`config.mk`:
```
export PLATFORM = sky130hd
export DESIGN_NAME = mdio_c22_master
export DESIGN_NICKNAME = d
export VERILOG_FILES = /design/src/rtl/mdio_pkg.sv /design/src/rtl/mdio_clkdiv.sv /design/src/rtl/mdio_frame_engine.sv /design/src/rtl/mdio_csr.sv /design/src/rtl/mdio_c22_master.sv
export SDC_FILE = /design/constraint.sdc
export NUM_CORES = 1
export LEC_CHECK = 0
export BUFFER_PORTS_ARGS = -buffer_cell sky130_fd_sc_hd__buf_2
export CAP_MARGIN = 20
export CORE_MARGIN = 2
export CORE_UTILIZATION = 57
export CTS_CLUSTER_SIZE = 24
export DETAILED_ROUTE_END_ITERATION = 10
export GPL_TIMING_DRIVEN = 0
export PLACE_DENSITY = 0.8
export SLEW_MARGIN = 0
export SYNTH_ARGS = -nofsm -noshare
export SYNTH_HDL_FRONTEND = slang
export SYNTH_SLANG_ARGS = --single-unit
```
`constraint.sdc`:
```
create_clock -name clk -period 2.27 [get_ports clk]
set_input_delay 0 -clock clk [delete_from_list [all_inputs] [get_ports clk]]
set_output_delay 0 -clock clk [all_outputs]
set_load 0.01 [all_outputs]
```
`src/rtl/mdio_pkg.sv`:
```
package mdio_pkg;
   // register offsets (byte addresses)
   localparam int unsigned OFS_CMD   = 'h00;
   localparam int unsigned OFS_CAUSE = 'h7C;
   localparam int unsigned OFS_MASK  = 'h80;
   // command/status word bit positions
   localparam int unsigned B_OP      = 26;
   localparam int unsigned B_RVALID  = 27;
   localparam int unsigned B_BUSY    = 28;
   // completion bit in cause and mask words
   localparam int unsigned B_DONE    = 4;
   // frame geometry
   localparam int unsigned FRAME_BITS = 64;
   localparam int unsigned IDX_W      = $clog2(FRAME_BITS);
   localparam int unsigned TA_FIRST   = 46;
   localparam int unsigned TA_LAST    = 47;
   localparam int unsigned DATA_FIRST = 48;
endpackage

```
`src/rtl/mdio_clkdiv.sv`:
```
module mdio_clkdiv #(
   parameter int unsigned DIV_HALF = 2
) (
   input  logic clk,
   input  logic rst_n,
   input  logic run,
   output logic tick
);
   generate
      if (DIV_HALF == 1) begin : g_bypass
         assign tick = run;
      end else begin : g_count
         localparam int unsigned CW = $clog2(DIV_HALF);
         logic [CW-1:0] cnt_q;
         assign tick = run && (cnt_q == CW'(DIV_HALF - 1));
         always_ff @(posedge clk or negedge rst_n) begin
            if (!rst_n)          cnt_q <= '0;
            else if (!run||tick) cnt_q <= '0;
            else                 cnt_q <= cnt_q + 1'b1;
         end
      end
   endgenerate
endmodule

```
`src/rtl/mdio_frame_engine.sv`:
```
module mdio_frame_engine
   import mdio_pkg::*;
(
   input  logic        clk,
   input  logic        rst_n,
   input  logic        start,
   input  logic        is_read,
   input  logic [4:0]  phy,
   input  logic [4:0]  regad,
   input  logic [15:0] wdata,
   input  logic        tick,
   input  logic        mdio_i,
   output logic        busy,
   output logic        mdc,
   output logic        mdio_o,
   output logic        mdio_oe,
   output logic        done,
   output logic [15:0] rd_data,
   output logic        ta_ok
);
   logic [FRAME_BITS-1:0] sh_q;
   logic [IDX_W-1:0]      idx_q;
   logic                  half_q, busy_q, rd_q, ta_q;
   logic [15:0]           rsh_q;
   logic                  last_bit;

   assign last_bit = (idx_q == IDX_W'(FRAME_BITS - 1));
   assign done     = busy_q && tick && half_q && last_bit;
   assign busy     = busy_q;
   assign mdc      = half_q;
   assign mdio_o   = sh_q[FRAME_BITS-1];
   assign mdio_oe  = busy_q && !(rd_q && idx_q >= IDX_W'(TA_FIRST));
   assign rd_data  = rsh_q;
   assign ta_ok    = ta_q;

   always_ff @(posedge clk or negedge rst_n) begin
      if (!rst_n) begin
         sh_q <= '0; idx_q <= '0; half_q <= 1'b0; busy_q <= 1'b0;
         rd_q <= 1'b0; ta_q <= 1'b0; rsh_q <= '0;
      end else if (start && !busy_q) begin
         sh_q   <= {32'hFFFF_FFFF, 2'b01, is_read ? 2'b10 : 2'b01, phy, regad,
                    is_read ? 2'b11 : 2'b10, is_read ? 16'hFFFF : wdata};
         idx_q  <= '0;
         half_q <= 1'b0;
         busy_q <= 1'b1;
         rd_q   <= is_read;
         ta_q   <= 1'b0;
      end else if (busy_q && tick) begin
         if (!half_q) begin
            half_q <= 1'b1;
            if (rd_q && idx_q == IDX_W'(TA_LAST))     ta_q  <= !mdio_i;
            if (rd_q && idx_q >= IDX_W'(DATA_FIRST))  rsh_q <= {rsh_q[14:0], mdio_i};
         end else begin
            half_q <= 1'b0;
            sh_q   <= sh_q << 1;
            if (last_bit) busy_q <= 1'b0;
            else          idx_q  <= idx_q + 1'b1;
         end
      end
   end
endmodule

```
`src/rtl/mdio_csr.sv`:
```
module mdio_csr
   import mdio_pkg::*;
#(
   parameter int unsigned ADDR_W = 8
) (
   input  logic              clk,
   input  logic              rst_n,
   input  logic              we,
   input  logic [ADDR_W-1:0] addr,
   input  logic [31:0]       wdata,
   input  logic              busy,
   input  logic              done,
   input  logic [15:0]       rd_data,
   input  logic              ta_ok,
   output logic              start,
   output logic [31:0]       rdata,
   output logic [31:0]       stat,
   output logic              cause,
   output logic              irq
);
   logic [15:0] dat_q;
   logic [4:0]  phy_q, reg_q;
   logic        op_q, rv_q, cause_q, mask_q;
   logic        hit_cmd, hit_cause, hit_mask;

   assign hit_cmd   = (addr == ADDR_W'(OFS_CMD));
   assign hit_cause = (addr == ADDR_W'(OFS_CAUSE));
   assign hit_mask  = (addr == ADDR_W'(OFS_MASK));
   assign start     = we && hit_cmd && !busy;
   assign stat      = {3'b000, busy, rv_q, op_q, reg_q, phy_q, dat_q};
   assign cause     = cause_q;
   assign irq       = cause_q && mask_q;

   always_comb begin
      rdata = '0;
      if (hit_cmd)        rdata = stat;
      else if (hit_cause) rdata[B_DONE] = cause_q;
      else if (hit_mask)  rdata[B_DONE] = mask_q;
   end

   always_ff @(posedge clk or negedge rst_n) begin
      if (!rst_n) begin
         dat_q <= '0; phy_q <= '0; reg_q <= '0;
         op_q <= 1'b0; rv_q <= 1'b0; cause_q <= 1'b0; mask_q <= 1'b0;
      end else begin
         if (start) begin
            dat_q <= wdata[15:0];
            phy_q <= wdata[20:16];
            reg_q <= wdata[25:21];
            op_q  <= wdata[B_OP];
            rv_q  <= 1'b0;
         end else if (done && op_q) begin
            dat_q <= rd_data;
            rv_q  <= ta_ok;
         end
         if (done)                                  cause_q <= 1'b1;
         else if (we && hit_cause && !wdata[B_DONE]) cause_q <= 1'b0;
         if (we && hit_mask) mask_q <= wdata[B_DONE];
      end
   end
endmodule

```
`src/rtl/mdio_c22_master.sv`:
```
module mdio_c22_master
   import mdio_pkg::*;
#(
   parameter int unsigned DIV_HALF = 2,
   parameter int unsigned ADDR_W   = 8
) (
   input  logic              clk,
   input  logic              rst_n,
   input  logic              csr_we,
   input  logic [ADDR_W-1:0] csr_addr,
   input  logic [31:0]       csr_wdata,
   output logic [31:0]       csr_rdata,
   output logic              mdc,
   output logic              mdio_o,
   output logic              mdio_oe,
   input  logic              mdio_i,
   output logic              irq
);
   generate
      if (DIV_HALF < 1) begin : g_bad_div
         $error("DIV_HALF must be at least 1");
      end
      if (ADDR_W < 8) begin : g_bad_addr
         $error("ADDR_W must be at least 8 to reach the mask offset");
      end
   endgenerate

   logic        start, tick, eng_busy, done, ta_ok, cause_w;
   logic [15:0] rd_data;
   logic [31:0] stat_word;

   mdio_csr #(.ADDR_W(ADDR_W)) u_csr (
      .clk(clk), .rst_n(rst_n), .we(csr_we), .addr(csr_addr), .wdata(csr_wdata),
      .busy(eng_busy), .done(done), .rd_data(rd_data), .ta_ok(ta_ok),
      .start(start), .rdata(csr_rdata), .stat(stat_word), .cause(cause_w), .irq(irq)
   );

   mdio_clkdiv #(.DIV_HALF(DIV_HALF)) u_div (
      .clk(clk), .rst_n(rst_n), .run(eng_busy), .tick(tick)
   );

   mdio_frame_engine u_eng (
      .clk(clk), .rst_n(rst_n), .start(start), .is_read(csr_wdata[B_OP]),
      .phy(csr_wdata[20:16]), .regad(csr_wdata[25:21]), .wdata(csr_wdata[15:0]),
      .tick(tick), .mdio_i(mdio_i), .busy(eng_busy), .mdc(mdc), .mdio_o(mdio_o),
      .mdio_oe(mdio_oe), .done(done), .rd_data(rd_data), .ta_ok(ta_ok)
   );
endmodule

```
---- Yosys cells after proc, flatten, opt, wreduce, memory -nomap -nowiden ----
Cells that the tools add are included.
cells by class
  $lt $le $gt $ge ......................... 2
  equal/unequal tests ..................... 6
  add/sub/neg operators ................... 2
  mux-type cells .......................... 33
  reduce and logical (&&, ||, !) cells .... 33
  bitwise operators ....................... 2
operators with widths
  cell                                                              number
  64-bit 2-to-1 mux                                                 3
  16-bit 2-to-1 mux                                                 3
  24-bit 2-to-1 mux                                                 1
  6-bit 2-to-1 mux                                                  4
  1-bit 2-to-1 mux                                                  20
  1-bit logical AND                                                 16
  6-bit == test (second input constant)                             2
  6-bit greater-or-equal comparator (second input constant)         2
  2-bit nonzero test                                                6
  3-bit AND reduction                                               3
  8-bit by 7-bit == test with 1-bit output (second input constant)  1
  8-bit == test (second input constant)                             1
  8-bit zero test                                                   1
  6-bit by 1-bit adder with 6-bit output (second input constant)    1
  1-bit zero test                                                   4
  4-bit 2-to-1 mux                                                  1
  2-bit != test (second input constant)                             2
  4-bit AND reduction                                               1
  2-bit 2-to-1 mux                                                  1
  1-bit inverter                                                    2
  2-bit AND reduction                                               1
  1-bit adder (second input constant)                               1
  1-bit logical OR                                                  1
storage, ports and cells
  word-level logic and storage cells ...... 93
  output and inout port bits .............. 36
  register bits after elaboration ......... 121
  bits of input ports ..................... 44

---- Logic depth before layout (Yosys ltp) ----
Gate-level depths: netlist (run 1).
  depth after elaboration ................. 7
  gate-level depth with buffers ........... 7
  depth with buffers taken out ............ 5

---- Modules after synthesis ----
A second synthesis (run 1) with hierarchy kept.
unflattened totals
  cells, all modules ...................... 529
  area total of the unflattened synthesis .. 5,632.9 µm²
by module, submodules not included
  module             sequential area each (µm²)  times used  cells an instance  area an instance (µm²)
  mdio_frame_engine  2,252.2                     1           374                3,824.9
  mdio_csr           750.7                       1           152                1,766.7
  mdio_clkdiv        25.0                        1           3                  41.3

---- Least setup slack after synthesis (run 1) ----
No wires, ideal clock.
  path kind ............................... reg2reg
  from .................................... register u_eng.idx_q[0]
  to ...................................... register u_csr.dat_q[4]
  buffers on the path ..................... 2
  arrival ................................. 1.459 ns
  setup time .............................. 0.124 ns
  data required time ...................... 2.146 ns
  setup slack ............................. 0.687 ns
  stages on the path, launching flop included .. 8
  period minus slack after synthesis ...... 1.583 ns
  cell sequence ........................... dfrtp_1 -> ha_1 -> and3_1 -> and4_1 -> buf_6 -> buf_6 -> a22oi_1 -> nand2_1
between the ends
  longest elaborated chain between the ends .. 4
ends and longest elaborated chain
  item                                 RTL line                 source
  start: declaration                   mdio_frame_engine.sv:22  logic [IDX_W-1:0] idx_q;
  start signal: assignment             mdio_frame_engine.sv:57  else idx_q <= idx_q + 1'b1;
  6-bit == test                        mdio_frame_engine.sv:27  assign last_bit = (idx_q == IDX_W'(FRAME_BITS - 1));
  1-bit logical AND                    mdio_frame_engine.sv:28  assign done = busy_q && tick && half_q && last_bit;
  1-bit logical AND                    mdio_csr.sv:52           end else if (done && op_q) begin
  2-bit nonzero test (no source line)  n/a
  end signal: assignment               mdio_csr.sv:47           dat_q <= wdata[15:0];
  end signal: assignment               mdio_csr.sv:53           dat_q <= rd_data;
  end: declaration                     mdio_csr.sv:21           logic [15:0] dat_q;
Every way passes these cells.
A chain may end at the register's enable or synchronous reset.

---- Worst setup path in the final report (run 1) ----
  from .................................... register u_eng.idx_q[0]
  to ...................................... register u_csr.dat_q[11]
Same word-level chain as after synthesis.

==> results of run 1 <==
cell families (layout without fill, tap and decap cells):
logic type,Yosys count,count (layout),synth area share (%)
other,1,3,0.0694
multiplexers,19,19,3.89
AND/OR/NAND/NOR,338,338,27.5
XOR/XNOR,3,3,0.486
flip-flops,120,120,55.6
adder cells (fa/ha/maj),2,2,0.463
AO/OA/AOI/OAI,63,63,7.27
buffers and inverters,53,188,4.75
synthesized netlist by cell type, types with 2 or more instances:
master / instances / share of area, %
and3_1: 33 / 3.8
and2_1: 2 / 0.23
buf_1: 3 / 0.21
nand3_1: 42 / 3.9
clkbuf_1: 20 / 1.4
nand2_1: 198 / 14
buf_4: 6 / 0.83
nor3_1: 17 / 1.6
dfrtp_1: 120 / 56
buf_6: 2 / 0.42
nor4_2: 2 / 0.46
ha_1: 2 / 0.46
a21oi_1: 16 / 1.5
buf_2: 16 / 1.5
nor2_1: 36 / 2.5
mux2i_1: 3 / 0.56
xnor2_1: 2 / 0.32
inv_1: 6 / 0.42
a31oi_1: 38 / 4.4
a41o_1: 2 / 0.37
mux2_2: 16 / 3.3
routing by layer:
metal	up-vias	routed length, um	track usage, %
met5	-	0	0
met4	0	292	9.88
met3	33	957	6.28
met2	219	7110	48.8
met1	2411	5760	37.0
li1	2259	-	-
critical path: cells and delay by family (launching register included):
family	cells	cell delay (ns)
buffers and inverters	1	0.42
AND/OR/NAND/NOR	3	0.58
AO/OA/AOI/OAI	1	0.18
flip-flops	1	0.43
adder cells (fa/ha/maj)	1	0.25
area by class of cell:
type,count,area [um2]
multi-input cells,428,2150
well taps,129,161
plain buffers,47,234
flip-flops and latches,120,3000
repair buffers,103,704
fillers,652,2420
clock buffers,17,414
clock inverters,15,131
inverters,6,22.5
flip-flops by register name (all words and copies together), names as in the netlist:
signal / flops
u_eng.sh_q: 64
u_csr.dat_q: 16
u_eng.rd_data: 16
u_eng.idx_q: 6
u_csr.phy_q: 5
u_csr.reg_q: 5
u_csr.cause: 1
u_csr.mask_q: 1
u_csr.op_q: 1
u_csr.rv_q: 1
u_div.g_count.cnt_q: 1
u_eng.busy: 1
u_eng.mdc: 1
u_eng.ta_ok: 1
power groups by stage:
stage | Clock, mW | Sequential, mW | Combinational, mW
after floorplan | 0 | 2.33 | 0.163
after detailed placement | 0 | 2.35 | 0.307
after CTS | 2.46 | 2.31 | 0.354
after global placement | 0 | 2.34 | 0.287
final | 2.45 | 2.31 | 0.356
after global routing | 2.57 | 2.32 | 0.396
worst max path at each step:
stage	startpoint	end	cells past startpoint
3_3_place_gp	rst_n	u_eng.rd_data[8]	1
3_5_place_dp	u_eng.idx_q[0]	u_csr.dat_q[11]	6
5_1_grt	u_eng.idx_q[1]	u_csr.dat_q[11]	6
4_1_cts	u_eng.idx_q[0]	u_csr.dat_q[11]	6
2_1_floorplan	u_eng.idx_q[0]	u_csr.dat_q[4]	7
6_report	u_eng.idx_q[0]	u_csr.dat_q[11]	6
==> results_tabular.tex, run 1 <==
\begin{tabular}{lr}
\hline
Metric & Value \\
\hline
\multicolumn{2}{l}{\textbf{Global route}} \\
\quad Number of global-route vias before repair & 4,785 \\
\quad Global-route wire length before repair & 22,700 um \\
\quad Pin count of the biggest net entering global routing & 74 \\
\quad Leftover overflow at the end of global routing & 0 \\
\quad Initial antenna violation count & 0 \\
\quad Global Route Usage Sum & 28.8\% \\
\multicolumn{2}{l}{\textbf{Finish}} \\
\quad Share of layout cells above drive strength 1 & 20.1\% \\
\quad Most common cell after layout, fill and taps aside & nand2\_1 \\
\quad Number of nets in the layout & 769 \\
\quad Final Non-Filler Cells & 865 \\
\quad Post-route cell area & 6820 um2 \\
\quad Layout overhead on the synthesized area & 26.2\% \\
\quad Top library cells by usage in the layout, fill and taps aside & 198 x nand2\_1, 120 x dfrtp\_1, 85 x buf\_2 \\
\quad Number of diodes added for antenna fixing & 0 \\
\quad Fin util & 73.9\% \\
\multicolumn{2}{l}{\textbf{Synthesis}} \\
\quad Mean post-synth cell area & 9.02 um2 \\
\quad Fraction of registers with async set or reset after synthesis & 100\% \\
\quad Number of warnings issued by yosys & 0 \\
\quad Number of synthesized flops with an enable pin & 0 \\
\quad Distinct cell type count after synthesis & 38 \\
\quad Top\_reg\_cell synth & dfrtp\_1 \\
\quad Post-synthesis register bit count & 120 \\
\quad Post-synth design cell area & 5410 um2 \\
\quad Number of instances in the synthesized netlist & 599 \\
\quad Part of the Yosys area used for sequential elements & 55.6\% \\
\multicolumn{2}{l}{\textbf{Timing}} \\
\quad Aggregate negative setup slack & 0 ns \\
\quad Max Freq & 514 MHz \\
\quad Final count of negative-setup-slack endpoints & 0 \\
\quad Period utilization & 85.8\% \\
\quad Number of hold violations in the final report & 6 \\
\quad Relative max-transition margin & 64.5\% \\
\quad Worst hold slack & -0.0106 ns \\
\quad Setup repair after global routing missed its margin & no \\
\quad Post-layout minimum cycle time & 1.95 ns \\
\quad Final worst-path setup slack & 0.323 ns \\
\quad Clock skew after layout & 0.00728 ns \\
\quad Worst Max-Slew Pin Slew & 0.532 ns \\
\quad Slew Viols, Final & 0 \\
\multicolumn{2}{l}{\textbf{Critical path}} \\
\quad Type of element launching the critical path & flip-flop \\
\quad Cells along the critical path & ha\_1 -> and3\_1 -> nand4\_2 -> clkbuf\_1 -> nand2\_1 -> a31oi\_1 \\
\quad Crit-path slowest cell & dfrtp\_1 \\
\quad Reg-to-reg critical path endpoint & u\_csr.dat\_q[11] \\
\quad Signal arrival time at the worst endpoint & 2.38 ns \\
\quad Critical setup path kind & reg -> reg \\
\quad Worst reg-to-reg setup slack & 0.32 ns \\
\quad Reg2reg path depth & 6 \\
\quad Critical Path End Type & flip-flop \\
\quad Peak fanout along the critical path & 10 \\
\quad Largest stage delay on the critical path & 0.43 ns \\
\quad Endpoint required time on the critical path & 2.70 ns \\
\quad RR Startpoint & u\_eng.idx\_q[0] \\
\multicolumn{2}{l}{\textbf{Die}} \\
\quad Die footprint & 10,300 um2 \\
\quad Top-level port count & 80 \\
\quad Placeable core region & 9240 um2 \\
\quad Row count & 35 \\
\quad Die width & 101 um \\
\quad Starting density of the core & 58.5\% \\
\quad Die Height & 101 um \\
\multicolumn{2}{l}{\textbf{Drt}} \\
\quad Total via count after detailed routing & 4,922 \\
\quad Remaining routing DRC violations & 0 \\
\quad Post-detailed-route wirelength per cell & 16.3 um \\
\quad Routed Wire Length & 14,100 um \\
\quad Detailed-router iteration count before antenna repair & 7 \\
\quad Final ANT Viol Nets & 0 \\
\quad Iteration-0 DRC count of the detailed router & 405 \\
\quad Ratio of routed vias to standard cells & 5.69 \\
\multicolumn{2}{l}{\textbf{Clock network}} \\
\quad TritonCTS buffer count & 17 \\
\quad Count of hold-fix buffers inserted at cts & 32 \\
\quad Count of buffers added by post-CTS timing repair for setup & 0 \\
\quad Clock insertion delay at the later pin of the skew report & 0.52 ns \\
\quad Clock tree from TritonCTS & built \\
\quad Clock input transition at the sequential cells of the worst setup and hold paths & 0.06 ns \\
\quad Worst-case clock buffer depth & 2 \\
\quad Root buffer selected by CTS & clkbuf\_8 \\
\quad Htree depth & 4 \\
\quad Number of instances resized during post-cts repair & 0 \\
\quad Sink count of the clock tree & 120 \\
\multicolumn{2}{l}{\textbf{Power and ir drop}} \\
\quad Leak & 3.44 nW \\
\quad Switching Fraction & 25.0\% \\
\quad Share of power burned in the clock network & 47.9\% \\
\quad Pwr dens & 751 nW/um2 \\
\quad Total net switching power & 1.28 mW \\
\quad Int Pwr & 3.84 mW \\
\quad Total power & 5.12 mW \\
\quad Max VDD drop & 0.000440 V \\
\quad Portion of total power attributed to sequential cells & 45.2\% \\
\quad Comb power frac & 6.9\% \\
\multicolumn{2}{l}{\textbf{Placed design}} \\
\quad Count of placed standard cells including taps & 801 \\
\quad Post-DP HPWL & 9210 um \\
\quad Total cell area at the placement stage & 5960 um2 \\
\quad Pre-CTS setup slack & 0.418 ns \\
\quad Port-buffer cells & 70 \\
\quad Final GP Congestion & 0.915 \\
\multicolumn{2}{l}{\textbf{Outcome}} \\
\quad Outcome & complete, but fails checks \\
\quad Violated checks & hold timing \\
\multicolumn{2}{l}{\textbf{Job}} \\
\quad Maximum Capacitance Violations & 0 \\
\multicolumn{2}{l}{\textbf{Worst hold path}} \\
\quad Kind of path behind the tightest hold check & in -> async \\
\hline
\end{tabular}
Note: power is estimated with default switching activity, not from simulation.
==> run 2: changes to the inputs <==
--- a/config.mk
+++ b/config.mk
@@ -12,8 +12,9 @@
 export CTS_CLUSTER_SIZE = 24
 export DETAILED_ROUTE_END_ITERATION = 10
 export GPL_TIMING_DRIVEN = 0
-export PLACE_DENSITY = 0.8
+export PLACE_DENSITY = 0.79
 export SLEW_MARGIN = 0
 export SYNTH_ARGS = -nofsm -noshare
 export SYNTH_HDL_FRONTEND = slang
+export SYNTH_HIERARCHICAL = 1
 export SYNTH_SLANG_ARGS = --single-unit
==> run 2 against run 1 <==
The flow now finishes without violations; fmax is 12% lower; synthesized area is 3.4% higher; final cell count is 7.3% lower; die area is 3.2% higher; clock power is 8.6% lower; sequential power hardly changed; setup slack worse by 0.27 ns; utilization hardly changed; non-clock buffer count is 7 higher; count of clock-buffer cells in the layout is 8 higher; critical path type unchanged.
==> results_tabular.tex, run 2 <==
\begin{tabular}{lr}
\hline
Metric & Value \\
\hline
\multicolumn{2}{l}{\textbf{Outcome}} \\
\quad Outcome & finished clean (was complete, but fails checks) \\
\multicolumn{2}{l}{\textbf{Global route}} \\
\quad Pin count of the biggest net entering global routing & 70 (was 74) \\
\quad Global-route wire length before repair & 23,000 um (was 22,700 um) \\
\quad Global Route Usage Sum & 28.9\% (was 28.8\%) \\
\quad Initial antenna violation count & 0 (unchanged) \\
\quad Leftover overflow at the end of global routing & 0 (unchanged) \\
\quad Number of global-route vias before repair & 4,672 (was 4,785) \\
\multicolumn{2}{l}{\textbf{Power and ir drop}} \\
\quad Total power & 4.86 mW (was 5.12 mW) \\
\quad Pwr dens & 683 nW/um2 (was 751 nW/um2) \\
\quad Max VDD drop & 0.000493 V (was 0.000440 V) \\
\quad Leak & 3.51 nW (was 3.44 nW) \\
\multicolumn{2}{l}{\textbf{Die}} \\
\quad Row count & 36 (was 35) \\
\quad Die footprint & 10,600 um2 (was 10,300 um2) \\
\quad Die Height & 103 um (was 101 um) \\
\quad Die width & 103 um (was 101 um) \\
\quad Top-level port count & 80 (unchanged) \\
\quad Starting density of the core & 58.0\% (was 58.5\%) \\
\quad Placeable core region & 9640 um2 (was 9240 um2) \\
\multicolumn{2}{l}{\textbf{Finish}} \\
\quad Share of layout cells above drive strength 1 & 28.1\% (was 20.1\%) \\
\quad Most common cell after layout, fill and taps aside & dfrtp\_1 (was nand2\_1) \\
\quad Top library cells by usage in the layout, fill and taps aside & 121 x dfrtp\_1, 92 x nand2\_1, 76 x buf\_2 (was 198 x nand2\_1, 120 x dfrtp\_1, 85 x buf\_2) \\
\quad Final Non-Filler Cells & 802 (was 865) \\
\quad Number of diodes added for antenna fixing & 0 (unchanged) \\
\quad Max FFs per register & 64 (unchanged) \\
\quad Number of nets in the layout & 705 (was 769) \\
\quad Fin util & 73.8\% (was 73.9\%) \\
\quad Layout overhead on the synthesized area & 27.3\% (was 26.2\%) \\
\quad Register name with the most flops & u\_eng/sh\_q (was u\_eng.sh\_q) \\
\quad Filler cell count & 643 (was 652) \\
\multicolumn{2}{l}{\textbf{Drt}} \\
\quad Final ANT Viol Nets & 0 (unchanged) \\
\quad Ratio of routed vias to standard cells & 5.83 (was 5.69) \\
\quad Iteration-0 DRC count of the detailed router & 395 (was 405) \\
\quad Detailed-router iteration count before antenna repair & 7 (unchanged) \\
\quad Remaining routing DRC violations & 0 (unchanged) \\
\quad Routed Wire Length & 14,400 um (was 14,100 um) \\
\quad Post-detailed-route wirelength per cell & 18.0 um (was 16.3 um) \\
\quad Total via count after detailed routing & 4,672 (was 4,922) \\
\multicolumn{2}{l}{\textbf{Placed design}} \\
\quad Final GP Congestion & 0.861 (was 0.915) \\
\quad Post-DP HPWL & 8860 um (was 9210 um) \\
\quad Port-buffer cells & 71 (was 70) \\
\quad Count of placed standard cells including taps & 730 (was 801) \\
\multicolumn{2}{l}{\textbf{Timing}} \\
\quad Post-layout minimum cycle time & 2.22 ns (was 1.95 ns) \\
\quad Aggregate negative setup slack & 0 ns (unchanged) \\
\quad Clock skew after layout & 0.00711 ns (was 0.00728 ns) \\
\quad Slew Viols, Final & 0 (unchanged) \\
\quad Number of hold violations in the final report & 0 (was 6) \\
\quad Relative max-transition margin & 63.4\% (was 64.5\%) \\
\quad Period utilization & 97.8\% (was 85.8\%) \\
\quad Max Freq & 450 MHz (was 514 MHz) \\
\quad Final count of negative-setup-slack endpoints & 0 (unchanged) \\
\quad Worst Max-Slew Pin Slew & 0.545 ns (was 0.532 ns) \\
\multicolumn{2}{l}{\textbf{Clock network}} \\
\quad Sink count of the clock tree & 121 (was 120) \\
\quad Clock input transition at the sequential cells of the worst setup and hold paths & 0.05 ns (was 0.06 ns) \\
\quad Htree depth & 4 (unchanged) \\
\quad Clock insertion delay at the later pin of the skew report & 0.51 ns (was 0.52 ns) \\
\quad Worst-case clock buffer depth & 2 (unchanged) \\
\quad Root buffer selected by CTS & clkbuf\_8 (unchanged) \\
\quad Clock tree from TritonCTS & built (unchanged) \\
\quad TritonCTS buffer count & 17 (unchanged) \\
\multicolumn{2}{l}{\textbf{Critical path}} \\
\quad Critical Path End Type & flip-flop (unchanged) \\
\quad Crit-path slowest cell & dfrtp\_1 (unchanged) \\
\quad First element of the critical path & u\_eng/busy (was u\_eng.idx\_q[0]) \\
\quad Largest stage delay on the critical path & 0.43 ns (about the same) \\
\quad Type of element launching the critical path & flip-flop (unchanged) \\
\quad Cells along the critical path & nor2b\_1 -> buf\_4 -> nand3\_4 -> inv\_4 -> buf\_6 -> or3b\_1 -> clkbuf\_1 -> buf\_4 -> o22ai\_1 -> nor2\_1 (was ha\_1 -> and3\_1 -> nand4\_2 -> clkbuf\_1 -> nand2\_1 -> a31oi\_1) \\
\quad RR Startpoint & u\_eng/busy (was u\_eng.idx\_q[0]) \\
\quad Endpoint required time on the critical path & 2.65 ns (was 2.70 ns) \\
\quad Peak fanout along the critical path & 14 (was 10) \\
\quad Reg-to-reg critical path endpoint & u\_eng/sh\_q[12] (was u\_csr.dat\_q[11]) \\
\quad Worst reg-to-reg setup slack & 0.05 ns (was 0.32 ns) \\
\quad Signal arrival time at the worst endpoint & 2.60 ns (was 2.38 ns) \\
\quad Reg2reg path depth & 10 (was 6) \\
\quad Critical path's most frequent cell & buf\_4 \\
\quad Critical setup path kind & reg -> reg (unchanged) \\
\multicolumn{2}{l}{\textbf{Worst hold path}} \\
\quad Kind of path behind the tightest hold check & in -> async (unchanged) \\
\multicolumn{2}{l}{\textbf{Synthesis}} \\
\quad Number of instances in the synthesized netlist & 523 (was 599) \\
\quad Post-synth design cell area & 5590 um2 (was 5410 um2) \\
\quad Mean post-synth cell area & 10.7 um2 (was 9.02 um2) \\
\quad Number of warnings issued by yosys & 6 (was 0) \\
\multicolumn{2}{l}{\textbf{Job}} \\
\quad Maximum Capacitance Violations & 0 (unchanged) \\
\hline
\end{tabular}
## run 2: changes by cell type in the layout (fill, tap and decap cells not counted), moves of 11 or more
cell and delta:
nand3_1 -25, a21oi_1 -14, a31oi_1 -36, o22ai_1 +14
o21ai_0 +45, buf_4 +11, mux2_4 +20, nand2_1 -106
nor2_1 -19
## run 2: critical path: cells and delay by family, from the launching register on
family	cells	cell delay (ns)
AOI/OAI and AO/OA	1	0.18
buffers and inverters	5	0.82
DFF	1	0.43
and+or+nand+nor	4	0.67
## run 2: cell type report
type                    instances  area (um2)  share of cell area, %
clock buffers                  25         474                   6.66
clock inverters                 4        20.0                  0.281
well taps                     133         166                   2.34
flip-flops and latches        121        3030                   42.6
multi-input cells             357        2360                   33.1
plain buffers                  42         250                   3.52
inverters                       5        21.3                  0.299
repair buffers                115         800                   11.2
## run 2: metal layers
layer  part of all wire (%)  vias to the layer above  GRT usage, %
met5                      0                        -             0
met4                    2.6                        0          10.6
met3                    6.5                       43          7.86
met2                     51                      244          49.1
met1                     40                     2280          35.5
li1                       -                     2105             -
## run 2: how the worst max path moves through the flow
stage          slack [ns]              end  depth (start not counted)
3_5_place_dp        -0.28   u_eng/sh_q[25]                         10
3_3_place_gp        -0.29  u_csr/dat_q[11]                          8
6_report             0.05   u_eng/sh_q[12]                         10
4_1_cts              0.06  u_csr/dat_q[11]                          8
5_1_grt             -0.03  u_csr/dat_q[11]                          8
2_1_floorplan        0.10  u_csr/dat_q[11]                          7
## run 2: metrics by stage
stage	setup slack, ns	instance area [um2]	hold WS [ns]
2_1_floorplan	0.105	5600	-0.296
3_3_place_gp	-0.294	6120	0.228
3_5_place_dp	-0.282	6160	-0.0202
4_1_cts	0.0604	7050	0.00884
5_1_grt	-0.0307	7120	0.0386
6_report	0.0493	7120	0.00238
## run 2: what timing repair did
action                                  CTS  global route
endpoints found under the setup margin   79            54
hold buffers                             35             0
gates resized for setup                  12            17
endpoints found under the hold margin   181             0
setup buffers                             2             6
pin swaps                                 1             4
## run 2: report_power, final
part | total, mW | internal [mW] | switching (mW) | leakage [nW]
combinational | 0.322 | 0.153 | 0.169 | 1.83
sequential | 2.30 | 2.24 | 0.0577 | 1.43
clock | 2.24 | 1.40 | 0.846 | 0.247
==> run 3: changes to the inputs <==
--- a/config.mk
+++ b/config.mk
@@ -12,7 +12,7 @@
 export CTS_CLUSTER_SIZE = 24
 export DETAILED_ROUTE_END_ITERATION = 10
 export GPL_TIMING_DRIVEN = 0
-export PLACE_DENSITY = 0.79
+export PLACE_DENSITY_LB_ADDON = 0.05
 export SLEW_MARGIN = 0
 export SYNTH_ARGS = -nofsm -noshare
 export SYNTH_HDL_FRONTEND = slang
==> run 3 against run 2 <==
Worst hold slack improved by 0.057 ns; fmax rose by 2.5%; die area unchanged; count of clock-buffer cells in the layout shrank 1; global-route usage is 1.5 points lower; critical path type unchanged.
==> results_tabular.tex, run 3 (synthesis gave the netlist of run 2 again) <==
\begin{tabular}{lr}
\hline
Metric & Value \\
\hline
\multicolumn{2}{l}{\textbf{Timing}} \\
\quad Worst Max-Slew Pin Slew & 0.565 ns (was 0.545 ns) \\
\quad Final count of negative-setup-slack endpoints & 0 (unchanged) \\
\quad Max Freq & 462 MHz (was 450 MHz) \\
\quad Clock skew after layout & 0.00768 ns (was 0.00711 ns) \\
\quad Period utilization & 95.4\% (was 97.8\%) \\
\quad Relative max-transition margin & 62.1\% (was 63.4\%) \\
\quad Aggregate negative setup slack & 0 ns (unchanged) \\
\quad Number of hold violations in the final report & 0 (unchanged) \\
\quad Slew Viols, Final & 0 (unchanged) \\
\quad Worst hold slack & 0.0597 ns (was 0.00238 ns) \\
\quad Post-layout minimum cycle time & 2.17 ns (was 2.22 ns) \\
\multicolumn{2}{l}{\textbf{Die}} \\
\quad Placeable core region & 9640 um2 (unchanged) \\
\quad Row count & 36 (unchanged) \\
\quad Die footprint & 10,600 um2 (unchanged) \\
\quad Top-level port count & 80 (unchanged) \\
\quad Starting density of the core & 58.0\% (unchanged) \\
\quad Die width & 103 um (unchanged) \\
\quad Die Height & 103 um (unchanged) \\
\multicolumn{2}{l}{\textbf{Global route}} \\
\quad Global-route wire length before repair & 21,900 um (was 23,000 um) \\
\quad Pin count of the biggest net entering global routing & 87 (was 70) \\
\quad Global Route Usage Sum & 27.4\% (was 28.9\%) \\
\quad Leftover overflow at the end of global routing & 0 (unchanged) \\
\quad Initial antenna violation count & 0 (unchanged) \\
\quad Number of global-route vias before repair & 4,568 (was 4,672) \\
\multicolumn{2}{l}{\textbf{Worst hold path}} \\
\quad Start point of the worst hold path & csr\_addr[3] \\
\quad Kind of path behind the tightest hold check & in -> reg (was in -> async) \\
\multicolumn{2}{l}{\textbf{Clock network}} \\
\quad Sink count of the clock tree & 121 (unchanged) \\
\quad Clock insertion delay at the later pin of the skew report & 0.52 ns (was 0.51 ns) \\
\quad TritonCTS buffer count & 17 (unchanged) \\
\quad Root buffer selected by CTS & clkbuf\_8 (unchanged) \\
\quad Clock input transition at the sequential cells of the worst setup and hold paths & 0.06 ns (was 0.05 ns) \\
\quad Clock tree from TritonCTS & built (unchanged) \\
\quad Worst-case clock buffer depth & 2 (unchanged) \\
\quad Htree depth & 4 (unchanged) \\
\multicolumn{2}{l}{\textbf{Power and ir drop}} \\
\quad Pwr dens & 746 nW/um2 (was 683 nW/um2) \\
\quad Leak & 3.56 nW (was 3.51 nW) \\
\quad Max VDD drop & 0.000457 V (was 0.000493 V) \\
\multicolumn{2}{l}{\textbf{Drt}} \\
\quad Detailed-router iteration count before antenna repair & 5 (was 7) \\
\quad Remaining routing DRC violations & 0 (unchanged) \\
\quad Post-detailed-route wirelength per cell & 17.0 um (was 18.0 um) \\
\quad Total via count after detailed routing & 4,507 (was 4,672) \\
\quad Routed Wire Length & 13,700 um (was 14,400 um) \\
\quad Iteration-0 DRC count of the detailed router & 254 (was 395) \\
\quad Final ANT Viol Nets & 0 (unchanged) \\
\quad Ratio of routed vias to standard cells & 5.61 (was 5.83) \\
\multicolumn{2}{l}{\textbf{Finish}} \\
\quad Number of nets in the layout & 704 (was 705) \\
\quad Max FFs per register & 64 (unchanged) \\
\quad Final Non-Filler Cells & 804 (was 802) \\
\quad Register name with the most flops & u\_eng/sh\_q (unchanged) \\
\quad Top library cells by usage in the layout, fill and taps aside & 120 x dfrtp\_1, 92 x nand2\_1, 77 x buf\_2 (was 121 x dfrtp\_1, 92 x nand2\_1, 76 x buf\_2) \\
\quad Number of diodes added for antenna fixing & 0 (unchanged) \\
\quad Filler cell count & 718 (was 643) \\
\quad Layout overhead on the synthesized area & 29.8\% (was 27.3\%) \\
\quad Most common cell after layout, fill and taps aside & dfrtp\_1 (unchanged) \\
\quad Post-route cell area & 7250 um2 (was 7120 um2) \\
\quad Share of layout cells above drive strength 1 & 28.5\% (was 28.1\%) \\
\multicolumn{2}{l}{\textbf{Critical path}} \\
\quad RR Startpoint & u\_eng/busy (unchanged) \\
\quad First element of the critical path & u\_eng/busy (unchanged) \\
\quad Signal arrival time at the worst endpoint & 2.57 ns (was 2.60 ns) \\
\quad Peak fanout along the critical path & 10 (was 14) \\
\quad Endpoint required time on the critical path & 2.68 ns (was 2.65 ns) \\
\quad Critical Path End Type & flip-flop (unchanged) \\
\quad Worst reg-to-reg setup slack & 0.10 ns (was 0.05 ns) \\
\quad Critical setup path kind & reg -> reg (unchanged) \\
\quad Type of element launching the critical path & flip-flop (unchanged) \\
\multicolumn{2}{l}{\textbf{Placed design}} \\
\quad Total cell area at the placement stage & 6160 um2 (unchanged) \\
\quad Final GP Congestion & 0.820 (was 0.861) \\
\quad Port-buffer cells & 71 (unchanged) \\
\quad Post-DP HPWL & 8520 um (was 8860 um) \\
\quad Count of placed standard cells including taps & 730 (unchanged) \\
\multicolumn{2}{l}{\textbf{Outcome}} \\
\quad Outcome & finished clean (unchanged) \\
\multicolumn{2}{l}{\textbf{Job}} \\
\quad Maximum Capacitance Violations & 0 (unchanged) \\
\hline
\end{tabular}
-- run 3: changes by cell type in the layout (fill, tap and decap cells not counted) --
cell	change
dfrtp_2	+1
buf_12	+1
buf_4	-5
buf_2	+1
dfrtp_1	-1
clkbuf_4	-1
bufinv_16	+4
buf_6	+1
clkbuf_1	-2
clkbuf_8	+1
dlygate4sd3_1	+2
-- run 3: final timing paths --
kind | depth (start not counted) | to
max in group asynchronous | 4 | u_eng/sh_q[30]
min in group asynchronous | 4 | u_eng/rd_data[4]
worst max register to register | 8 | u_csr/dat_q[12]
worst min-delay path | 4 | u_csr/mask_q
worst max-delay path | 8 | u_csr/dat_q[12]
worst min register to register | 2 | u_eng/sh_q[61]
-- run 3: layout make-up --
class | count | area (um2) | area share [%]
buffer | 42 | 251 | 3.47
clock inverter | 8 | 140 | 1.93
tap | 133 | 166 | 2.29
clock buffer | 24 | 480 | 6.62
timing repair buffer | 114 | 810 | 11.2
sequential | 121 | 3030 | 41.8
multi-input combinational | 357 | 2360 | 32.5
inverter | 5 | 21.3 | 0.293
-- run 3: metal layers --
| layer | track usage (%) | routed length [um] |
|---|---|---|
| met3 | 6.78 | 688 |
| met4 | 12.1 | 314 |
| met1 | 35.0 | 6040 |
| met5 | 0 | 0 |
| met2 | 44.5 | 6640 |
-- run 3: worst max-delay path: stages (launching register included) --
cell and delay, ns:
dfrtp_1 0.41, and2_4 0.20, nand3_2 0.15, buf_6 0.20, nor3_4 0.19, nand2_4 0.14
buf_4 0.23, mux2_2 0.28, mux2_2 0.26
-- run 3: repair_timing --
action                                 CTS  global route
endpoints found under the hold margin  181             0
pin swaps                                1             1
resized for setup                       13            15
buffers inserted                         2             2
hold buffers                            38             0
setup endpoints to repair               84            57
-- run 3: through the flow --
step	total power [mW]	worst slack, ns	util [%]
after floorplan	2.43	0.105	-
after global placement	2.56	-0.399	63.5
after detailed placement	2.57	-0.448	63.9
after CTS	5.45	0.0280	74.9
after global routing	5.61	-0.00904	75.3
final	5.41	0.104	75.3
-- run 3: power breakdown --
part           leakage (nW)  switching, mW  internal [mW]
clock network         0.309          0.920           1.89
registers              1.43         0.0532           2.24
logic                  1.83          0.156          0.156
